===== config.mk =====
export PLATFORM = sky130hd
export DESIGN_NAME = nib3w_master
export DESIGN_NICKNAME = d
export VERILOG_FILES = /design/src/rtl/nib3w_pkg.sv /design/src/rtl/nib3w_halftimer.sv /design/src/rtl/nib3w_shiftbyte.sv /design/src/rtl/nib3w_master.sv
export SDC_FILE = /design/constraint.sdc
export NUM_CORES = 1
export LEC_CHECK = 0
export ABC_AREA = 1
export BUFFER_PORTS_ARGS = -buffer_cell sky130_fd_sc_hd__buf_2
export CAP_MARGIN = 15
export CORE_MARGIN = 2
export CORE_UTILIZATION = 40
export CTS_CLUSTER_DIAMETER = 40
export DETAILED_ROUTE_END_ITERATION = 8
export SYNTH_ARGS = -nofsm -noshare
export SYNTH_HDL_FRONTEND = slang
export SYNTH_SLANG_ARGS = --single-unit

===== constraint.sdc =====
create_clock -name clk -period 2.2 [get_ports clk]
set_clock_uncertainty 0.05 [all_clocks]
set_input_delay 0.11 -clock clk [delete_from_list [all_inputs] [get_ports clk]]
set_output_delay 0.11 -clock clk [all_outputs]
set_load 0.01 [all_outputs]

===== src/rtl/nib3w_pkg.sv =====
package nib3w_pkg;
  localparam int NIB_W   = 4;
  localparam int BYTE_W  = 8;
  localparam int FLAG_RD = 6;
  localparam int FLAG_AP = 5;
  localparam int FLAG_DP = 4;

  typedef enum logic [2:0] {
    ST_IDLE, ST_SETUP, ST_TX_HI, ST_TX_LO, ST_GAP, ST_RX_HI, ST_RX_LO, ST_HOLD
  } phase_e;

  function automatic logic [BYTE_W-1:0] cmd_byte(input logic rd,
                                                 input logic [NIB_W-1:0] addr);
    logic [BYTE_W-1:0] b;
    b = '0;
    b[NIB_W-1:0] = addr;
    b[FLAG_AP] = 1'b1;
    b[FLAG_RD] = rd;
    return b;
  endfunction

  function automatic logic [BYTE_W-1:0] data_byte(input logic [NIB_W-1:0] d);
    logic [BYTE_W-1:0] b;
    b = '0;
    b[NIB_W-1:0] = d;
    b[FLAG_DP] = 1'b1;
    return b;
  endfunction
endpackage


===== src/rtl/nib3w_halftimer.sv =====
module nib3w_halftimer #(
  parameter int HALF = 175
) (
  input  logic clk,
  input  logic rst_n,
  input  logic run,
  output logic tick
);
  localparam int CW = (HALF > 1) ? $clog2(HALF) : 1;
  localparam logic [CW-1:0] LAST = CW'(HALF - 1);

  logic [CW-1:0] cnt;

  assign tick = run && (cnt == LAST);

  always_ff @(posedge clk) begin
    if (!rst_n)             cnt <= '0;
    else if (!run || tick)  cnt <= '0;
    else                    cnt <= cnt + 1'b1;
  end

  // a half period never runs past its programmed length
  a_r5_count_bound: assert property (@(posedge clk) disable iff (!rst_n)
    cnt <= LAST);
endmodule


===== src/rtl/nib3w_shiftbyte.sv =====
module nib3w_shiftbyte #(
  parameter int W     = 8,
  parameter int LOW_W = 4
) (
  input  logic             clk,
  input  logic             rst_n,
  input  logic             load,
  input  logic [W-1:0]     load_val,
  input  logic             shift_en,
  input  logic             shift_bit,
  input  logic             step,
  output logic             msb,
  output logic [LOW_W-1:0] low,
  output logic             last
);
  localparam int CW = (W > 1) ? $clog2(W) : 1;
  localparam logic [CW-1:0] TOP = CW'(W - 1);

  logic [W-1:0]  data;
  logic [CW-1:0] bitcnt;

  always_ff @(posedge clk) begin
    if (!rst_n) begin
      data   <= '0;
      bitcnt <= '0;
    end else if (load) begin
      data   <= load_val;
      bitcnt <= '0;
    end else begin
      if (shift_en) data <= {data[W-2:0], shift_bit};
      if (step)     bitcnt <= (bitcnt == TOP) ? '0 : bitcnt + 1'b1;
    end
  end

  assign msb  = data[W-1];
  assign low  = data[LOW_W-1:0];
  assign last = (bitcnt == TOP);

  // the sequencer never reloads and shifts in the same cycle
  a_r6_load_shift_excl: assert property (@(posedge clk) disable iff (!rst_n)
    !(load && shift_en));
endmodule


===== src/rtl/nib3w_master.sv =====
module nib3w_master
  import nib3w_pkg::*;
#(
  parameter int HALF_CYC = 175,
  parameter bit DRIVE_CE = 1'b1
) (
  input  logic             clk,
  input  logic             rst_n,
  input  logic             req_valid,
  output logic             req_ready,
  input  logic             req_read,
  input  logic [NIB_W-1:0] req_addr,
  input  logic [NIB_W-1:0] req_wdata,
  output logic             busy,
  output logic             done,
  output logic [NIB_W-1:0] rd_data,
  output logic             scl_o,
  output logic             sda_o,
  output logic             sda_oe,
  input  logic             sda_i,
  output logic             ce_o
);
  phase_e            st;
  logic              second, is_rd, tick, last;
  logic [NIB_W-1:0]  wbuf, sh_low;
  logic              ld, sh_en, stp;
  logic [BYTE_W-1:0] ld_val;

  nib3w_halftimer #(.HALF(HALF_CYC)) u_timer (
    .clk(clk), .rst_n(rst_n), .run(st != ST_IDLE), .tick(tick));

  assign ld     = (st == ST_IDLE && req_valid) ||
                  (st == ST_TX_LO && tick && last && !second);
  assign ld_val = (st == ST_IDLE) ? cmd_byte(req_read, req_addr)
                                  : (is_rd ? '0 : data_byte(wbuf));
  assign sh_en  = tick && ((st == ST_TX_LO && !last) || st == ST_RX_HI);
  assign stp    = tick && (st == ST_TX_LO || st == ST_RX_LO);

  nib3w_shiftbyte #(.W(BYTE_W), .LOW_W(NIB_W)) u_shift (
    .clk(clk), .rst_n(rst_n), .load(ld), .load_val(ld_val),
    .shift_en(sh_en), .shift_bit(sda_i), .step(stp),
    .msb(sda_o), .low(sh_low), .last(last));

  always_ff @(posedge clk) begin
    if (!rst_n) begin
      st      <= ST_IDLE;
      second  <= 1'b0;
      is_rd   <= 1'b0;
      wbuf    <= '0;
      rd_data <= '0;
      done    <= 1'b0;
    end else begin
      done <= 1'b0;
      unique case (st)
        ST_IDLE: if (req_valid) begin
          st      <= ST_SETUP;
          is_rd   <= req_read;
          wbuf    <= req_wdata;
          second  <= 1'b0;
          rd_data <= '0;
        end
        ST_SETUP: if (tick) st <= ST_TX_HI;
        ST_TX_HI: if (tick) st <= ST_TX_LO;
        ST_TX_LO: if (tick) begin
          if (!last)       st <= ST_TX_HI;
          else if (second) st <= ST_HOLD;
          else             st <= ST_GAP;
        end
        ST_GAP: if (tick) begin
          second <= 1'b1;
          st     <= is_rd ? ST_RX_HI : ST_TX_HI;
        end
        ST_RX_HI: if (tick) st <= ST_RX_LO;
        ST_RX_LO: if (tick) begin
          if (last) begin
            rd_data <= sh_low;
            st      <= ST_HOLD;
          end else begin
            st <= ST_RX_HI;
          end
        end
        ST_HOLD: if (tick) begin
          st   <= ST_IDLE;
          done <= 1'b1;
        end
        default: st <= ST_IDLE;
      endcase
    end
  end

  assign busy      = (st != ST_IDLE);
  assign req_ready = (st == ST_IDLE);
  assign scl_o     = !(st == ST_TX_LO || st == ST_RX_LO);
  assign sda_oe    = (st == ST_TX_HI || st == ST_TX_LO);

  generate
    if (DRIVE_CE) begin : g_ce_own
      assign ce_o = busy;
    end else begin : g_ce_ext
      assign ce_o = 1'b0;
    end
  endgenerate

  // an accepted request starts an access on the next cycle
  a_r8_accept_busy: assert property (@(posedge clk) disable iff (!rst_n)
    (req_valid && req_ready) |=> busy);
  // done only ends an access that was running
  a_r9_done_after_busy: assert property (@(posedge clk) disable iff (!rst_n)
    done |-> ($past(busy) && !busy));
  // output enable only inside an access
  a_r6_oe_in_access: assert property (@(posedge clk) disable iff (!rst_n)
    sda_oe |-> busy);
  // output enable never turns on in a clock-low half
  a_r6_oe_rise_scl_high: assert property (@(posedge clk) disable iff (!rst_n)
    $rose(sda_oe) |-> scl_o);
  // data line released during the input byte
  a_r4_rx_released: assert property (@(posedge clk) disable iff (!rst_n)
    (st == ST_RX_HI || st == ST_RX_LO) |-> !sda_oe);
  // output bit unchanged across the clock-low half
  a_r5_sda_stable: assert property (@(posedge clk) disable iff (!rst_n)
    (st == ST_TX_LO) |-> $stable(sda_o));
endmodule


Word-level counts from Yosys, hierarchy flattened. Cells that the tools add are included.

Mux-type cells: 26. Reduce and logical (&&, ||, !) cells: 29. Eq/ne operators: 18. Bitwise operators: 1. Add/sub/neg operators: 2.

Operator list (count): $mux W3 (11); $pmux W3 S8 (1); $ne A2 B2 Y1 const B (9); $mux W8 (2); $eq A3 B3 Y1 const B (5); $mux W4 (3); $add A8 B1 Y8 const B (1); $eq A8 B8 Y1 const B (1); $logic_and A1 B1 Y1 (8); $pmux W4 S2 (1); $reduce_and A8 Y1 (1); $mux W7 (1); $eq A3 B2 Y1 const B (2); $reduce_bool A2 Y1 (3); $logic_or A1 B1 Y1 (5); $mux W5 (1); $logic_not A1 Y1 (4); $mux W2 (2); $reduce_and A2 Y1 (2); $reduce_and A4 Y1 (1); $reduce_or A2 Y1 (2); $add A3 B1 Y3 const B (1); $eq A3 B1 Y1 const B (1); $logic_not A3 Y1 (1); 5 further kinds (7).

Word-level logic and storage cells: 85. Output and inout bits: 11. Bits in registers: 33.

Longest topological paths before layout.
Depth in word-level cells: 7. Gate-level depth with buffers: 12. Depth with buffers taken out: 12.

By module. A second synthesis with hierarchy kept.

Cells, all modules: 265. Area total of the unflattened synthesis: 1868.0 um^2.

Modules (own cells, without submodules): nib3w_master (cells an instance 128, sequential area each 280.3 um^2, instances 1, area an instance 884.6 um^2); nib3w_shiftbyte (cells an instance 84, sequential area each 220.2 um^2, instances 1, area an instance 580.6 um^2); nib3w_halftimer (cells an instance 53, sequential area each 160.2 um^2, instances 1, area an instance 402.9 um^2).

Least setup slack after synthesis. Ideal clock, no wire load.

Path kind: reg2reg. From: register u_shift.bitcnt[0]. To: register u_shift.data[4]. Required time: 2034 ps. Cell stages (with the launch flop): 11. Data arrival time: 1369 ps. Clock period less this slack: 1535 ps. Buffers on the path: 0. Path slack: 665 ps. Path through: dfxtp_1 -> ha_1 -> ha_1 -> inv_1 -> nand2_1 -> nand2_2 -> nand3_4 -> nand3_2 -> inv_1 -> nor2_1 -> nor2_1.

Word-level cells in the longest chain between the ends: 6.

RTL lines: start: declaration (line nib3w_shiftbyte.sv:20) `logic [CW-1:0] bitcnt;`; start signal: assignment (line nib3w_shiftbyte.sv:31) `if (step) bitcnt <= (bitcnt == TOP) ? '0 : bitcnt + 1'b1;`; $eq A3 B3 Y1 * (line nib3w_shiftbyte.sv:37) `assign last = (bitcnt == TOP);`; $logic_not A1 Y1; $logic_and A1 B1 Y1 (line nib3w_master.sv:36) `assign sh_en = tick && ((st == ST_TX_LO && !last) || st == ST_RX_HI);`; $logic_or A1 B1 Y1 (line nib3w_master.sv:36); $logic_and A1 B1 Y1 (line nib3w_master.sv:36); $reduce_bool A2 Y1 (no line); end signal: assignment (line nib3w_shiftbyte.sv:27) `data <= load_val;`; end signal: assignment (line nib3w_shiftbyte.sv:30) `if (shift_en) data <= {data[W-2:0], shift_bit};`; end: declaration (line nib3w_shiftbyte.sv:19) `logic [W-1:0] data;`.

Mark *: on every way between the ends. The rest lies on a longest branch, timed or not. A chain may end at the register's enable or synchronous reset.

Worst setup path after layout.
From: register u_shift.bitcnt[0]. To: register u_shift.data[2].

The elaborated chain is that of the path after synthesis.

==> impl_metrics.json <==
{
  "status": "complete, no violations",
  "area_growth_pct": 14.6,
  "clockBufferDepth": 2,
  "endpoint": "u_shift.data[2]",
  "num_antenna_cells": 0,
  "synth_compound_area_share_pct": 13.7,
  "fp.dieW_um": 68.6,
  "synth_top_family_by_area": "simple AND/OR/NAND/NOR gates",
  "synth_fa_ha_area_share_pct": 3.00,
  "cp.arrival_ns": 1.86,
  "dp_hpwl_um": 2770,
  "antenna_found_initial": 0,
  "grt_pass1_wl_um": 6280,
  "start_kind": "register",
  "synth-xor-area-share_pct": 0.524,
  "ys_async_sr_fraction_pct": 0,
  "slew_headroom_pct": 69.0,
  "min_period_over_period_pct": 79.4,
  "port_buffers": 23,
  "wire_per_inst_um": 11.8,
  "synth-edff-count": 0,
  "slew_viol_final": 0,
  "cts_root_buffer": "clkbuf_8",
  "synthCells": 235,
  "cts_buffers": 5,
  "syn_avg_cell_area_um2": 7.11,
  "nets": 278,
  "drc": 0,
  "p_leak_nw": 0.814,
  "dr_total_vias": 1528,
  "crit_cells": 10,
  "cts.sink_count": 33,
  "initial_core_util_pct": 41.8,
  "yosys-top-cells-area": "dfxtp_1 (40%), nand2_1 (12%), a21oi_1 (6.3%)",
  "regToRegStartpoint": "u_shift.bitcnt[0]",
  "grt_pass1_vias": 1402,
  "dieArea_mm2": 0.00471,
  "cellPowerDensity_mw_per_mm2": 638,
  "rr_endpoint": "u_shift.data[2]",
  "syn-num-nets": 252,
  "critPathLaunch": "u_shift.bitcnt[0]",
  "hold_path.class": "input port to register",
  "yosys-mux-area-fraction_pct": 0,
  "nFillCells": 434,
  "cts_tree": "built",
  "r2r_slack_ns": 0.45,
  "crit_buf_inv": 1,
  "synth_simple_gate_area_share_pct": 35.1,
  "syn_area_mm2": 0.00167,
  "critical-path-max-stage-delay_ns": 0.33,
  "routed_wl_um": 3680,
  "irDropWorstVdd_uv": 272,
  "critPathKind": "register to register",
  "path_delay_family": "simple AND/OR/NAND/NOR gates",
  "fin_crit_ns": 1.75,
  "synth_seq_area_share_pct": 39.6,
  "grtUsageTotal_pct": 17.8,
  "ys_ff_latch": 33,
  "core_area_mm2": 0.00400,
  "place.gp.congestion": 0.800,
  "cpMostUsedCell": "nor2_1",
  "ctsResizeCount": 0,
  "synth_top_area_share_pct": 39.6,
  "drv_cap": 0,
  "tns_ns": 0,
  "path_max_fanout": 7,
  "worst_slew_pin_slew_ns": 0.465,
  "synth_ff_type": "dfxtp_1",
  "vias_per_cell": 4.90,
  "clock_latency_ns": 0.29,
  "drtAntennaViolNets": 0,
  "rr_worst_depth": 10,
  "first_iter_violations": 55,
  "cp_slowest_cell": "dfxtp_1",
  "rsz0062_at_grt": "no",
  "clk_pin_slew_worst_paths_ns": 0.08,
  "cp_cell_sequence": "ha_1 -> ha_1 -> inv_1 -> nand2_1 -> nand2_2 -> nand3_4 -> nand3_2 -> nor2_1 -> nor2_1 -> nor2_1",
  "finalHoldViolations": 0,
  "num_rows": 23,
  "grt_overflow_total": 0,
  "num_io_pins": 24,
  "postCtsSetupBuffers": 0,
  "cts_hold_buf": 0,
  "dr.pass1.iters": 4,
  "fin_total_pwr_mw": 1.22,
  "critPathRequiredTime_ns": 2.32,
  "ys_top_cells_by_count": "nand2_1 (52), dfxtp_1 (33), nor2_1 (26)",
  "synth_most_common_cell": "nand2_1",
  "cts_max_level": 2,
  "end_kind": "register",
  "fmax_ghz": 0.572,
  "finalSetupViolations": 0,
  "grt_max_degree": 17,
  "synth_top_area_cell": "dfxtp_1",
  "ys_types": 32,
  "yosysWarnings": 0,
  "die_h_um": 68.6,
  "drive_gt1_share_pct": 19.8
}
worst min-delay path: cells and delay by family:
kind	cells	cell delay, ns
AOI/OAI and AO/OA	2	0.17
buffers and inverters	1	0.07
placed cells by master, fill, tap and decap left out, types with 3 or more instances in the layout:
master    netlist  routed
a21oi_1        21      21
buf_2           1      23
clkbuf_8        0       5
dfxtp_1        33      33
ha_1            4       4
inv_1          24      24
inv_2           5       5
nand2_1        52      52
nand3_1        18      18
nor2_1         26      26
nor2_4          3       3
nor3_1          5       5
o21ai_0        16      16
metal layers:
metal	GRT usage (%)	wire length, um	part of all wire, %	vias up
li1	-	-	-	817
met4	6.75	63	1.7	0
met5	0	0	0	-
met1	24.1	1880	51	673
met3	4.71	152	4.1	8
met2	27.0	1590	43	30
sequential cells by signal, summed over array words and instances, names as in the netlist, 3 cells and up:
signal	cells
u_shift.data	8
u_timer.cnt	8
rd_data	4
wbuf	4
st	3
u_shift.bitcnt	3
where the power goes:
group / leakage, nW / internal [mW] / total (mW) / switching (mW)
registers: 0.269 / 0.619 / 0.635 / 0.0156
clock network: 0.0439 / 0.218 / 0.456 / 0.238
logic: 0.502 / 0.0456 / 0.130 / 0.0846
total: 0.814 / 0.883 / 1.22 / 0.338
worst min-delay path by stage:
| stage | startpoint | end | slack [ns] | depth (start not counted) |
|---|---|---|---|---|
| after floorplan | req_read | is_rd | 0.22 | 2 |
| final | req_wdata[3] | wbuf[3] | 0.05 | 3 |
| after global placement | req_wdata[1] | wbuf[1] | 0.35 | 3 |
| after detailed placement | req_wdata[3] | wbuf[3] | 0.35 | 3 |
| after CTS | req_wdata[3] | wbuf[3] | 0.05 | 3 |
| after global routing | req_read | is_rd | 0.08 | 3 |
logic make-up (layout without fill, tap and decap cells):
kind of cell	after synthesis	in the layout
simple gates	120	120
compound gates	43	43
buf+inv	34	61
flops	33	33
fa+ha+maj	4	4
xor+xnor	1	1
per-stage QoR:
step                      utilization (%)  hold slack [ns]  cells  setup WS, ns  area (um^2)
after global placement               45.7            0.348    304         0.462         1830
after CTS                            47.9           0.0470    312         0.450         1910
after detailed placement             45.7            0.349    304         0.477         1830
after floorplan                         -            0.225    235         0.665         1670
after global routing                 47.9           0.0758    312         0.281         1910
final                                47.9           0.0506    312         0.453         1910
area by class of cell:
| type | instances | area, um^2 | area share, % |
|---|---|---|---|
| multi-input combinational | 168 | 875 | 45.7 |
| inverter | 30 | 115 | 6.01 |
| timing repair buffer | 23 | 115 | 6.01 |
| clock buffer | 5 | 68.8 | 3.59 |
| tap | 50 | 62.6 | 3.27 |
| sequential | 33 | 661 | 34.5 |
| clock inverter | 3 | 17.5 | 0.915 |
(Power assumes the default switching activity.)
